[src/rtl/ipi_pkg.sv]
package ipi_pkg;

   localparam int VEC_W = 8;
   localparam int CMD_W = 64;
   localparam int DST_W = 32;

   localparam int VEC_LSB  = 0;
   localparam int MODE_LSB = 8;
   localparam int LVL_BIT  = 14;
   localparam int SH_LSB   = 18;
   localparam int LDST_LSB = 56;
   localparam int XDST_LSB = 32;

   localparam logic [2:0] DM_FIXED = 3'b000;
   localparam logic [2:0] DM_NMI   = 3'b100;
   localparam logic [2:0] DM_INIT  = 3'b101;
   localparam logic [2:0] DM_START = 3'b110;

   typedef enum logic [1:0] {
      BST_INIT = 2'd0,
      BST_WAIT = 2'd1,
      BST_RUN  = 2'd2
   } bst_t;

   typedef enum logic [1:0] {
      SH_NAMED  = 2'd0,
      SH_SELF   = 2'd1,
      SH_ALL    = 2'd2,
      SH_OTHERS = 2'd3
   } sh_t;

   typedef struct packed {
      logic [VEC_W-1:0] vec;
      logic [2:0]       mode;
      logic             lvl;
      sh_t              sh;
      logic [DST_W-1:0] dest;
   } cmd_t;

endpackage

[src/rtl/ipi_cmd_decode.sv]
module ipi_cmd_decode
   import ipi_pkg::*;
(
   input  logic [CMD_W-1:0] cmd,
   input  logic             ext_mode,
   output cmd_t             fld
);
   logic [DST_W-1:0] dest_leg;
   logic [DST_W-1:0] dest_ext;
   logic             unused_bits;

   assign dest_leg = DST_W'(cmd[LDST_LSB +: 8]);
   assign dest_ext = cmd[XDST_LSB +: DST_W];

   always_comb begin
      fld.vec  = cmd[VEC_LSB +: VEC_W];
      fld.mode = cmd[MODE_LSB +: 3];
      fld.lvl  = cmd[LVL_BIT];
      fld.sh   = sh_t'(cmd[SH_LSB +: 2]);
      fld.dest = ext_mode ? dest_ext : dest_leg;
   end

   assign unused_bits = ^{cmd[13:11], cmd[17:15], cmd[31:20]};
endmodule

[src/rtl/ipi_dest_sel.sv]
module ipi_dest_sel
   import ipi_pkg::*;
#(
   parameter int N_TGT  = 8,
   parameter int TIDX_W = $clog2(N_TGT)
)(
   input  sh_t              sh,
   input  logic [DST_W-1:0] dest,
   input  logic [TIDX_W-1:0] src,
   input  logic [N_TGT-1:0] run,
   output logic [N_TGT-1:0] named_hit,
   output logic [N_TGT-1:0] mask
);
   for (genvar i = 0; i < N_TGT; i++) begin : g_tgt
      logic self_hit;
      assign named_hit[i] = (dest == DST_W'(i));
      assign self_hit     = (src == TIDX_W'(i));
      always_comb begin
         unique case (sh)
            SH_NAMED:  mask[i] = named_hit[i];
            SH_SELF:   mask[i] = self_hit;
            SH_ALL:    mask[i] = run[i];
            SH_OTHERS: mask[i] = run[i] & ~self_hit;
            default:   mask[i] = 1'b0;
         endcase
      end
   end
endmodule

[src/rtl/ipi_boot_fsm.sv]
module ipi_boot_fsm
   import ipi_pkg::*;
#(
   parameter bit IS_BOOT = 1'b0
)(
   input  logic clk,
   input  logic rst_n,
   input  logic init_go,
   input  logic start_go,
   output bst_t st
);
   localparam bst_t RST_ST = IS_BOOT ? BST_RUN : BST_INIT;

   bst_t st_nx;

   always_comb begin
      st_nx = st;
      unique case (st)
         BST_INIT: if (init_go)  st_nx = BST_WAIT;
         BST_WAIT: if (start_go) st_nx = BST_RUN;
         default:  st_nx = st;
      endcase
   end

   always_ff @(posedge clk) begin
      if (!rst_n) st <= RST_ST;
      else        st <= st_nx;
   end
endmodule

[src/rtl/ipi_cmd_unit.sv]
module ipi_cmd_unit
   import ipi_pkg::*;
#(
   parameter int N_TGT   = 8,
   parameter int PAGE_SH = 12,
   parameter int TIDX_W  = $clog2(N_TGT),
   parameter int ADDR_W  = VEC_W + PAGE_SH
)(
   input  logic              clk,
   input  logic              rst_n,
   input  logic              ext_mode,
   input  logic              wr_lo,
   input  logic              wr_hi,
   input  logic [CMD_W-1:0]  wr_data,
   input  logic [TIDX_W-1:0] wr_src,
   output logic [N_TGT-1:0]  irq_req,
   output logic [VEC_W-1:0]  irq_vec,
   output logic [N_TGT-1:0]  nmi_req,
   output logic              start_vld,
   output logic [TIDX_W-1:0] start_tgt,
   output logic [ADDR_W-1:0] start_addr,
   output logic              unhandled,
   output logic [N_TGT-1:0]  tgt_run
);
   if (N_TGT < 2 || N_TGT > 256) begin : g_bad_ntgt
      $error("ipi_cmd_unit: N_TGT must lie in 2..256");
   end
   if (PAGE_SH < 1 || PAGE_SH > 24) begin : g_bad_page
      $error("ipi_cmd_unit: PAGE_SH must lie in 1..24");
   end
   if (TIDX_W < $clog2(N_TGT)) begin : g_bad_tidx
      $error("ipi_cmd_unit: TIDX_W too narrow for N_TGT");
   end

   logic [31:0]      hi_q;
   logic [CMD_W-1:0] cmd64;
   cmd_t             fld;
   logic [N_TGT-1:0] named_hit;
   logic [N_TGT-1:0] sel_mask;
   logic [N_TGT-1:0] wait_mask;
   bst_t             st_arr [N_TGT];

   // stored high half, legacy mode only
   always_ff @(posedge clk) begin
      if (!rst_n)                  hi_q <= '0;
      else if (wr_hi && !ext_mode) hi_q <= wr_data[31:0];
   end

   assign cmd64 = ext_mode ? wr_data : {hi_q, wr_data[31:0]};

   ipi_cmd_decode u_dec (
      .cmd      (cmd64),
      .ext_mode (ext_mode),
      .fld      (fld)
   );

   ipi_dest_sel #(.N_TGT(N_TGT), .TIDX_W(TIDX_W)) u_sel (
      .sh        (fld.sh),
      .dest      (fld.dest),
      .src       (wr_src),
      .run       (tgt_run),
      .named_hit (named_hit),
      .mask      (sel_mask)
   );

   logic is_fixed, is_nmi, is_init, is_start;
   logic dest_ok, from_boot, boot_ok;
   logic init_ign, init_act, start_act, start_ok, handled;

   assign is_fixed  = (fld.mode == DM_FIXED);
   assign is_nmi    = (fld.mode == DM_NMI);
   assign is_init   = (fld.mode == DM_INIT);
   assign is_start  = (fld.mode == DM_START);
   assign dest_ok   = (fld.dest < DST_W'(N_TGT));
   assign from_boot = (wr_src == '0);
   assign boot_ok   = from_boot && dest_ok && (fld.dest != '0);

   assign init_ign  = is_init && !fld.lvl;
   assign init_act  = wr_lo && is_init && fld.lvl && boot_ok;
   assign start_act = wr_lo && is_start && boot_ok;
   assign start_ok  = start_act && |(named_hit & wait_mask);
   assign handled   = is_fixed || is_nmi || init_ign
                      || (is_init && fld.lvl && boot_ok)
                      || (is_start && boot_ok);

   for (genvar i = 0; i < N_TGT; i++) begin : g_boot
      ipi_boot_fsm #(.IS_BOOT(i == 0)) u_fsm (
         .clk      (clk),
         .rst_n    (rst_n),
         .init_go  (init_act  && named_hit[i]),
         .start_go (start_act && named_hit[i]),
         .st       (st_arr[i])
      );
      assign wait_mask[i] = (st_arr[i] == BST_WAIT);
      assign tgt_run[i]   = (st_arr[i] == BST_RUN);
   end

   always_ff @(posedge clk) begin
      if (!rst_n) begin
         irq_req    <= '0;
         irq_vec    <= '0;
         nmi_req    <= '0;
         start_vld  <= 1'b0;
         start_tgt  <= '0;
         start_addr <= '0;
         unhandled  <= 1'b0;
      end else begin
         irq_req    <= (wr_lo && is_fixed) ? sel_mask : '0;
         irq_vec    <= (wr_lo && is_fixed) ? fld.vec : '0;
         nmi_req    <= (wr_lo && is_nmi) ? sel_mask : '0;
         start_vld  <= start_ok;
         start_tgt  <= start_ok ? fld.dest[TIDX_W-1:0] : '0;
         start_addr <= start_ok ? {fld.vec, {PAGE_SH{1'b0}}} : '0;
         unhandled  <= wr_lo && !handled;
      end
   end
endmodule

[config.mk]
export PLATFORM = sky130hd
export DESIGN_NAME = ipi_cmd_unit
export DESIGN_NICKNAME = d
export VERILOG_FILES = /design/src/rtl/ipi_pkg.sv /design/src/rtl/ipi_cmd_decode.sv /design/src/rtl/ipi_dest_sel.sv /design/src/rtl/ipi_boot_fsm.sv /design/src/rtl/ipi_cmd_unit.sv
export SDC_FILE = /design/constraint.sdc
export NUM_CORES = 1
export LEC_CHECK = 0
export ABC_AREA = 1
export BUFFER_PORTS_ARGS = -buffer_cell sky130_fd_sc_hd__buf_2
export CORE_MARGIN = 5
export CORE_UTILIZATION = 40
export DETAILED_ROUTE_END_ITERATION = 16
export PLACE_DENSITY = 0.75
export SLEW_MARGIN = 10
export SYNTH_ARGS = -nofsm -noshare
export SYNTH_HDL_FRONTEND = slang
export SYNTH_SLANG_ARGS = --single-unit
[constraint.sdc]
create_clock -name clk -period 2 [get_ports clk]
set_input_delay 0.2 -clock clk [delete_from_list [all_inputs] [get_ports clk]]
set_output_delay 0.2 -clock clk [all_outputs]
set_load 0.05 [all_outputs]
==> results of run 1 <==
-- cell type report --
type	count	area [µm²]
Inverter	59	221
Sequential cell	61	1220
Tap cell	99	124
Fill cell	738	3480
Clock buffer	11	151
Multi-Input combinational cell	301	1440
Timing Repair Buffer	111	568
Clock inverter	4	47.5
-- cell usage in the layout (no fill, tap or decap), types with 9 or more instances in the layout --
cell type / Yosys / layout
nor2_1: 93 / 93
nand4_1: 10 / 10
clkbuf_8: 0 / 11
nand3_1: 9 / 9
nand2_1: 77 / 77
buf_2: 1 / 106
nand2_2: 9 / 9
inv_1: 54 / 54
a21oi_1: 20 / 20
o21ai_0: 16 / 16
and2_1: 12 / 12
dfxtp_1: 61 / 61
conb_1: 1 / 12
nor2_2: 15 / 15
-- report_power, final --
| part | switching (mW) | internal [mW] |
|---|---|---|
| clock network | 0.450 | 0.631 |
| registers | 0.00572 | 1.23 |
| logic | 0.238 | 0.105 |
-- cells by family (layout without fill, tap and decap cells) --
family	count (synthesis)	count (layout)	share of synthesized area [%]
and+or+nand+nor	244	244	38.4
AOI/OAI and AO/OA	45	45	8.32
DFF	61	61	40.8
other	1	12	0.125
buffers and inverters	82	185	12.3
-- metal layers --
metal	vias up	share of wire [%]
li1	1540	-
met1	1286	42
met2	110	47
met3	10	9.8
met4	0	1.3
met5	-	0
-- worst reg2reg max path, stage by stage, from the launching register on --
cell and delay [ns]:
dfxtp_1 0.31, inv_1 0.07, nand2_1 0.07, nand2_2 0.13, nand2_2 0.08, nor2_1 0.25, nand4_1 0.12, nand2_1 0.08
nor2_1 0.04, nand2_1 0.07, nand2_2 0.21, nor2_1 0.16
-- flip-flops by register name (all words and copies together), names as in the netlist --
signal / count
unhandled: 1
g_boot.u_fsm.st: 16
start_tgt: 3
start_vld: 1
irq_vec: 8
nmi_req: 8
start_addr: 8
hi_q: 8
irq_req: 8
-- path summary, 6_finish.rpt --
path / start / endpoint / slack, ns / cells past startpoint
hold / removal: wr_data[7] / start_addr[19]$_SDFF_PN0_ / 0.09 / 3
setup reg to reg: hi_q[24]$_SDFFE_PN0P_ / start_tgt[2]$_SDFF_PN0_ / 0.34 / 11
setup / recovery: hi_q[24]$_SDFFE_PN0P_ / start_tgt[2]$_SDFF_PN0_ / 0.34 / 11
hold reg to reg: g_boot[0].u_fsm.st[0]$_SDFFE_PN0P_ / g_boot[0].u_fsm.st[0]$_SDFFE_PN0P_ / 0.45 / 2
==> impl_results.md, run 1 <==
- Run status: completed
- Setup TNS: 0 ns
- Wire per inst: between 10 and 15 µm
- Residual DRC: 0
- Fin cells: 646
- Synth top area share: ~41%
- Ports: 129
- Maximum fanout along the worst path: 12
- Ys async rst share: 0%
- Worst EP required: approximately 2.3 ns
- RSZ-0062 raised after global routing: no
- Tmin final: 1.66 ns
- Clock tree sinks: 61
- GPL Wtd Cong: 0.921
- VDD IR max: 0.304 mV
- Placed cells: 631
- Post-CTS Repair Setup Buffers: 0
- Initial Utilization: 41.2%
- Vias per cell: roughly 4.6
- Resized Gates After CTS: 0
- Post-synth EDFFs: 0
- Die area: approximately 9300 µm²
- Arrival time at the worst endpoint: between 1.5 and 2 ns
- Num CTS Buffers: 9
- Type of origin of the critical path: flop
- Crit path kind: flop to flop
- Vias: 2946
- Routed WL: 7470 µm
- Final core utilization: between 50% and 60%
- Placed cell area: 3580 µm²
- Routed Antenna Nets: 0
- Leakage: 1.96 nW
- Met2 Usage GRT: approximately 28%
- Power Dens Cells: 704 nW/µm²
- Largest net degree at the start of global routing: 17
- Initial antenna violation count: 0
- Syn Inst Count: 433
- Max-cap viol count: 0
- Tot GR Track Use: between 10% and 20%
- I/O Buffers: 106
- FF+latch count, synth: 61
- FP Rows: 31
- CP endpoint kind: flop
- Antenna cells: 0
- Layout cells sized above 1: between 20% and 30%
- CP top delay family: simple AND/OR/NAND/NOR gates
- Cell taking the most area after synthesis: dfxtp_1
- Crit-path max cell delay: 0.31 ns
- Slew @ Worst Pin: approximately 0.54 ns
- Main synth FF type: dfxtp_1
- Commonest cells post-synth: nor2_1, nand2_1, dfxtp_1
- Clock-pin slew on the worst setup and hold paths: 0.06 ns
- Sequential element share of the synthesized area: 40.8%
- CP max-delay cell: dfxtp_1
- Post-route cell area: about 3800 µm²
- Setup ws final: around 0.34 ns
- Number of global-route vias before repair: 2736
- Fmax: 0.601 GHz
- Fin Hold WS: 0.0887 ns
- Core box area: 7250 µm²
- Post-Syn Area: around 3000 µm²
- Busiest metal layer after global routing: met2
- # hold bufs at CTS: 0
- Longest Clk Path Bufs: 2
- Die width: between 90 and 100 µm
- Synth unique cells: 34
- Mean Syn Cell Area: roughly 6.9 µm²
- Pre-CTS setup slack: ~0.1 ns
- Area growth, synth to finish: 26.2%
- Hold Crit Class: input port to flop
- Bufs and invs on worst path: 1
- HPWL after DPL: 6050 µm
- Root Buffer Master: clkbuf_8
- CTS tree: yes
- Count leader, synth: nor2_1
- Total iterations of the first detailed-routing run: 4
- Die Ht: around 96 µm
- H-tree levels: 3
- Met3 Usage GRT: 4.18%
- Final cycle utilization of the critical path: 83.2%
- Final hold vios: 0
- Total gr overflow: 0
- Final setup fails: 0
- Slew HR: 63.4%
- M1 GR Usage: 19.0%
- Starting DRT DRC Count: 184
- PnR Total Power: about 2.7 mW
- Slew Limit Fails: 0
- Area contributors post-synth: dfxtp_1, nor2_1, nand2_1
- Final #Nets: 615
- Clock Skew: 0.00683 ns
- Synthesis Warnings: 0
- Critical path cell sequence: inv_1 > nand2_1 > nand2_2 > nand2_2 > nor2_1 > nand4_1 > nand2_1 > nor2_1 > nand2_1 > nand2_2 > nor2_1
- Worst-Skew Late Latency: 0.34 ns
- First-pass GRT wire length: roughly 12000 µm
No activity file was read; power rests on OpenSTA's default activity.
==> run 2: changes to the inputs <==
--- a/config.mk
+++ b/config.mk
@@ -5,7 +5,7 @@
 export SDC_FILE = /design/constraint.sdc
 export NUM_CORES = 1
 export LEC_CHECK = 0
-export ABC_AREA = 1
+export ABC_AREA = 0
 export BUFFER_PORTS_ARGS = -buffer_cell sky130_fd_sc_hd__buf_2
 export CORE_MARGIN = 5
 export CORE_UTILIZATION = 40
==> constraint.sdc (replaced) <==
create_clock -name clk -period 1.7 [get_ports clk]
set_input_delay 0.17 -clock clk [delete_from_list [all_inputs] [get_ports clk]]
set_output_delay 0.17 -clock clk [all_outputs]
set_load 0.05 [all_outputs]
==> impl_results.md, run 2 <==
- Run status: complete, but fails checks
- Failing checks: setup timing
- Initial Utilization: 41.0%
- GPL Wtd Cong: 0.904
- Maximum fanout along the worst path: 7
- CP endpoint kind: flop
- Commonest non-fill, non-tap cell in the layout: buf_2
- Number of global-route vias before repair: 2777
- Slew Limit Fails: 0
- Post-synth EDFFs: 0
- PnR Total Power: 3.22 mW
- Area growth, synth to finish: 46.2%
- Antenna cells: 0
- Total gr overflow: 0
- Largest net degree at the start of global routing: 28
- VDD IR max: between 0.3 and 0.4 mV
- RSZ-0062 raised after global routing: yes
- Max reg flops: 16
- Final #Nets: about 550
- Root Buffer Master: clkbuf_8
- HPWL after DPL: between 6000 and 7000 µm
- Die Ht: 96.3 µm
- Fin Hold WS: between 0.04 and 0.05 ns
- Layout cells sized above 1: 45.8%
- Leakage: roughly 1.9 nW
- Most frequent cells in the layout: buf_2, dfxtp_1, buf_4
- Placed cell area: between 3000 and 4000 µm²
- Ys async rst share: 0%
- FF+latch count, synth: 61
- Vias per cell: 5.19
- Initial antenna violation count: 0
- Vias: about 3000
- Sequential element share of the synthesized area: 41.0%
- FP Rows: 31
- Post-synthesis mux area share: 2.02%
- Most flops, register: g_boot.u_fsm.st
- CP top delay family: simple AND/OR/NAND/NOR gates
- Critical path cell sequence: or4_4 > nor2_8 > nor2_4 > or4_4 > o41ai_2
- Crit-path max cell delay: between 0.5 and 0.6 ns
- Count leader, synth: dfxtp_1
- Synth top area share: 41.0%
- Syn Inst Count: 342
- Synth unique cells: 50
- Busiest metal layer after global routing: met2
- Worst-Skew Late Latency: 0.34 ns
- Routed WL: 8970 µm
- Ports: 129
- Type of origin of the critical path: flop
- Synthesis Warnings: 0
- Slew @ Worst Pin: 1.34 ns
- Die area: between 9000 and 10000 µm²
- Complex-gate fraction of the synthesized area: approximately 18%
- Most used cell, CP: or4_4
- Crit path kind: flop to flop
- M1 GR Usage: 20.1%
- Post-Syn Area: about 3000 µm²
- Routed Antenna Nets: 0
- Main combinational cell family by area after synthesis: simple AND/OR/NAND/NOR gates
- Fill count: 610
- Starting DRT DRC Count: 217
- Met2 Usage GRT: 31.6%
- Mean Syn Cell Area: 8.70 µm²
- Power Dens Cells: 740 nW/µm²
- Area contributors post-synth: dfxtp_1, nand2_1, nor2_1
- Setup ws final: -0.259 ns
- Bufs and invs on worst path: 0
- Wire per inst: 15.4 µm
- Num CTS Buffers: 9
- Max-cap viol count: 0
- Commonest cells post-synth: dfxtp_1, nand2_1, nor2_1
- Die width: between 90 and 100 µm
- Clock-pin slew on the worst setup and hold paths: 0.08 ns
- Fmax: 0.510 GHz
- Synth Area in Simple Gates: 30.6%
- Post-route cell area: 4350 µm²
- I/O Buffers: 106
- Total iterations of the first detailed-routing run: 4
- Fin cells: 584
- Final setup fails: 42
- CP max-delay cell: or4_4
- Slew HR: 10.6%
- Residual DRC: 0
- Met3 Usage GRT: 5.16%
- Synth Area in XOR/XNOR: 0%
- Tmin final: between 1.5 and 2 ns
- Longest Clk Path Bufs: 2
- Hold Crit Class: input port to flop
- Clock Skew: 0.0157 ns
- Cell taking the most area after synthesis: dfxtp_1
- Clock tree sinks: around 60
- Arrival time at the worst endpoint: between 2 and 2.5 ns
- Tot GR Track Use: 17.7%
- H-tree levels: 3
- Synth Area in Adders: 0%
- Worst EP required: just under 2 ns
- CTS tree: yes
- Core box area: slightly above 7000 µm²
- Main synth FF type: dfxtp_1
- Final cycle utilization of the critical path: 115%
- Final hold vios: 0
- Placed cells: 559
- First-pass GRT wire length: 12800 µm
- Final core utilization: ~60%
## run 2: changes by cell type in the layout (fill, tap and decap cells not counted), moves of 12 or more
cell	delta
inv_1	-47
buf_4	+37
nor2_2	-12
nor2_1	-64
a21oi_1	-17
nand2_1	-40
nor2b_1	+12
## run 2: metrics by stage
step,setup slack (ns),setup TNS (ns)
after floorplan,-0.244,-4.14
after global placement,-0.370,-9.12
after detailed placement,-0.465,-10.31
after CTS,-0.252,-5.10
after global routing,-0.330,-9.81
final,-0.259,-7.63
## run 2: metal layers
| layer | vias to the layer above | wire, µm | share of wire (%) |
|---|---|---|---|
| met2 | 124 | 4630 | 52 |
| met3 | 16 | 716 | 8.0 |
| met1 | 1426 | 3440 | 38 |
| li1 | 1467 | - | - |
| met4 | 0 | 179 | 2.0 |
| met5 | - | 0 | 0 |
## run 2: timing repair
| item | CTS | global route |
|---|---|---|
| gates resized for setup | 9 | 42 |
| gates cloned | 1 | 0 |
| endpoints found under the setup margin | 40 | 41 |
| setup buffers | 1 | 7 |
| pin swaps | 4 | 23 |
| hold buffers | 0 | 0 |
## run 2: path summary, 6_finish.rpt
kind	cells after the start	from	slack, ns	endpoint
setup / recovery	5	hi_q[30]$_SDFFE_PN0P_	-0.26	g_boot[7].u_fsm.st[0]$_SDFFE_PN0P_
hold / removal	2	wr_data[6]	0.04	irq_vec[6]$_SDFF_PN0_
setup reg to reg	5	hi_q[30]$_SDFFE_PN0P_	-0.26	g_boot[7].u_fsm.st[0]$_SDFFE_PN0P_
hold reg to reg	2	hi_q[30]$_SDFFE_PN0P_	0.47	hi_q[30]$_SDFFE_PN0P_
## run 2: cell type report
cell class	count	area (µm²)	share of cell area, %
multi-input cells	247	1830	42.2
flip-flops and latches	61	1230	28.4
repair buffers	154	940	21.6
clock buffers	12	145	3.34
well taps	99	124	2.85
clock inverters	4	47.5	1.09
inverters	7	26.3	0.604
## run 2: logic make-up after synthesis
logic type             Yosys count
AOI/OAI and AO/OA               72
buffers and inverters           46
DFF                             61
muxes                            6
other                            1
and+or+nand+nor                156
## run 2: report_power, final
| part | switching (mW) | internal (mW) |
|---|---|---|
| registers | 0.0108 | 1.44 |
| clock network | 0.562 | 0.713 |
| logic | 0.287 | 0.206 |
| total | 0.860 | 2.36 |
==> run 3: changes to the inputs <==
--- a/config.mk
+++ b/config.mk
@@ -11,6 +11,7 @@
 export CORE_UTILIZATION = 40
 export DETAILED_ROUTE_END_ITERATION = 16
 export PLACE_DENSITY = 0.75
+export SETUP_SLACK_MARGIN = 0.1
 export SLEW_MARGIN = 10
 export SYNTH_ARGS = -nofsm -noshare
 export SYNTH_HDL_FRONTEND = slang
==> impl_results.md, run 3 (same netlist as run 2, synthesis figures left out) <==
- Run status: complete, but fails checks
- Failing checks: setup timing
- Max-cap viol count: 0
- Crit path kind: flop to flop
- Path depth of the worst reg2reg path: 5
- Initial antenna violation count: 0
- Maximum fanout along the worst path: 7
- I/O Buffers: 106
- Final #Nets: 550
- Worst r2r src: hi_q[30]$_SDFFE_PN0P_
- Antenna cells: 0
- Slew @ Worst Pin: roughly 1.3 ns
- Number of global-route vias before repair: just under 3000
- Fmax: between 0.5 and 0.6 GHz
- Longest Clk Path Bufs: 2
- Num CTS Buffers: 9
- CTS tree: yes
- Reg2reg setup slack: -0.24 ns
- Final cycle utilization of the critical path: 114%
- Max reg flops: 16
- Power Dens Cells: between 700 and 800 nW/µm²
- Layout cells sized above 1: a little under half
- Routed Antenna Nets: 0
- HPWL after DPL: 6340 µm
- Wire per inst: 14.9 µm
- Commonest non-fill, non-tap cell in the layout: buf_2
- Most frequent cells in the layout: buf_2, dfxtp_1, buf_4
- Largest net degree at the start of global routing: 25
- Worst setup path end: g_boot[7].u_fsm.st[0]$_SDFFE_PN0P_
- Vias: 3078
- Type of origin of the critical path: flop
- Slew HR: 11.5%
- Slew Limit Fails: 0
- FP Rows: 31
- Tmin final: 1.94 ns
- GPL Wtd Cong: 0.881
- Total gr overflow: 0
- Ports: between 100 and 150
- Fin Hold WS: around 0.047 ns
- CP Launch Point: hi_q[30]$_SDFFE_PN0P_
- CP endpoint kind: flop
- Arrival time at the worst endpoint: between 2 and 2.5 ns
- Core box area: 7250 µm²
- Setup TNS: -5.83 ns
- H-tree levels: 3
- Worst-Skew Late Latency: around 0.33 ns
- Final hold vios: 0
- Vias per cell: 5.29
- Leakage: 1.83 nW
- Hold Crit Class: input port to flop
- PnR Total Power: between 3 and 4 mW
- Clock-pin slew on the worst setup and hold paths: 0.07 ns
- Setup ws final: -0.238 ns
- Root Buffer Master: clkbuf_8
- Die width: approximately 96 µm
- Routed WL: 8680 µm
- Most flops, register: g_boot.u_fsm.st
- Residual DRC: 0
- Initial Utilization: 41.0%
- Final setup fails: 42
- # hold bufs at CTS: 0
- Reg-to-Reg End: g_boot[7].u_fsm.st[0]$_SDFFE_PN0P_
- Clock tree sinks: 61
- Die Ht: 96.3 µm
- Tot GR Track Use: 18.7%
- Worst EP required: 1.94 ns
- Area growth, synth to finish: 45.5%
- First-pass GRT wire length: 13500 µm
- RSZ-0062 raised after global routing: yes
- Clock Skew: 0.00602 ns
- Total iterations of the first detailed-routing run: 6
- Starting DRT DRC Count: 265
- Die area: 9270 µm²
- VDD IR max: ~0.33 mV
run 3: cell count changes in the layout (fill, tap and decap cells not counted), moves of 2 or more:
cell,change
dfxtp_1,+4
dfxtp_4,-3
nor3_2,+3
nor3_4,-3
buf_4,-2
o21ai_1,-2
o21ai_2,+2
o31ai_2,-2
o31ai_4,+2
run 3: final cells by class:
cell class                      instances  area [µm²]
Inverter                                7        26.3
Timing Repair Buffer                  152         925
Clock inverter                          5        75.1
Tap cell                               99         124
Multi-Input combinational cell        247        1830
Clock buffer                           11         131
Sequential cell                        61        1220
Fill cell                             627        2920
run 3: stage by stage:
stage          setup slack (ns)  std cells  util, %  area (µm²)
4_1_cts                  -0.232        581     58.4        4240
3_5_place_dp             -0.411        560     52.5        3800
5_1_grt                  -0.317        582     59.7        4330
6_report                 -0.238        582     59.7        4330
3_3_place_gp             -0.335        560     52.5        3800
2_1_floorplan            -0.244        353        -        3040
run 3: worst max-delay path: stages (launching register included):
cell and delay (ns):
dfxtp_2 0.32, or4_4 0.54, nor2_8 0.14, nor2_4 0.06
or4_4 0.50, o41ai_2 0.28
run 3: power breakdown:
group / leakage (nW) / internal [mW] / total [mW] / switching (mW)
Sequential: 0.493 / 1.44 / 1.45 / 0.00960
Combinational: 1.23 / 0.196 / 0.478 / 0.282
Clock: 0.107 / 0.819 / 1.36 / 0.546
Total: 1.83 / 2.46 / 3.29 / 0.837
run 3: how the worst min path moves through the flow:
stage               slack (ns)       start  cells after the start               endpoint
floorplan                 0.29  wr_data[0]                      1  irq_vec[0]$_SDFF_PN0_
global placement          0.39  wr_data[6]                      2  irq_vec[6]$_SDFF_PN0_
detailed placement        0.39  wr_data[3]                      2  irq_vec[3]$_SDFF_PN0_
CTS                       0.04  wr_data[3]                      2  irq_vec[3]$_SDFF_PN0_
global route              0.03  wr_data[3]                      2  irq_vec[3]$_SDFF_PN0_
finish                    0.05  wr_data[3]                      2  irq_vec[3]$_SDFF_PN0_
run 3: metal layers:
| metal | part of all wire (%) | up-vias | GRT usage [%] |
|---|---|---|---|
| li1 | - | 1473 | - |
| met1 | 38 | 1441 | 21.0 |
| met2 | 51 | 138 | 33.1 |
| met3 | 7.7 | 26 | 5.08 |
| met4 | 3.1 | 0 | 7.82 |
| met5 | 0 | - | 0 |
run 3: what timing repair did:
item | CTS | global route
setup endpoints to repair | 43 | 43
gates cloned | 1 | 0
pin swaps | 16 | 8
resized for setup | 29 | 18
setup buffers | 4 | 1
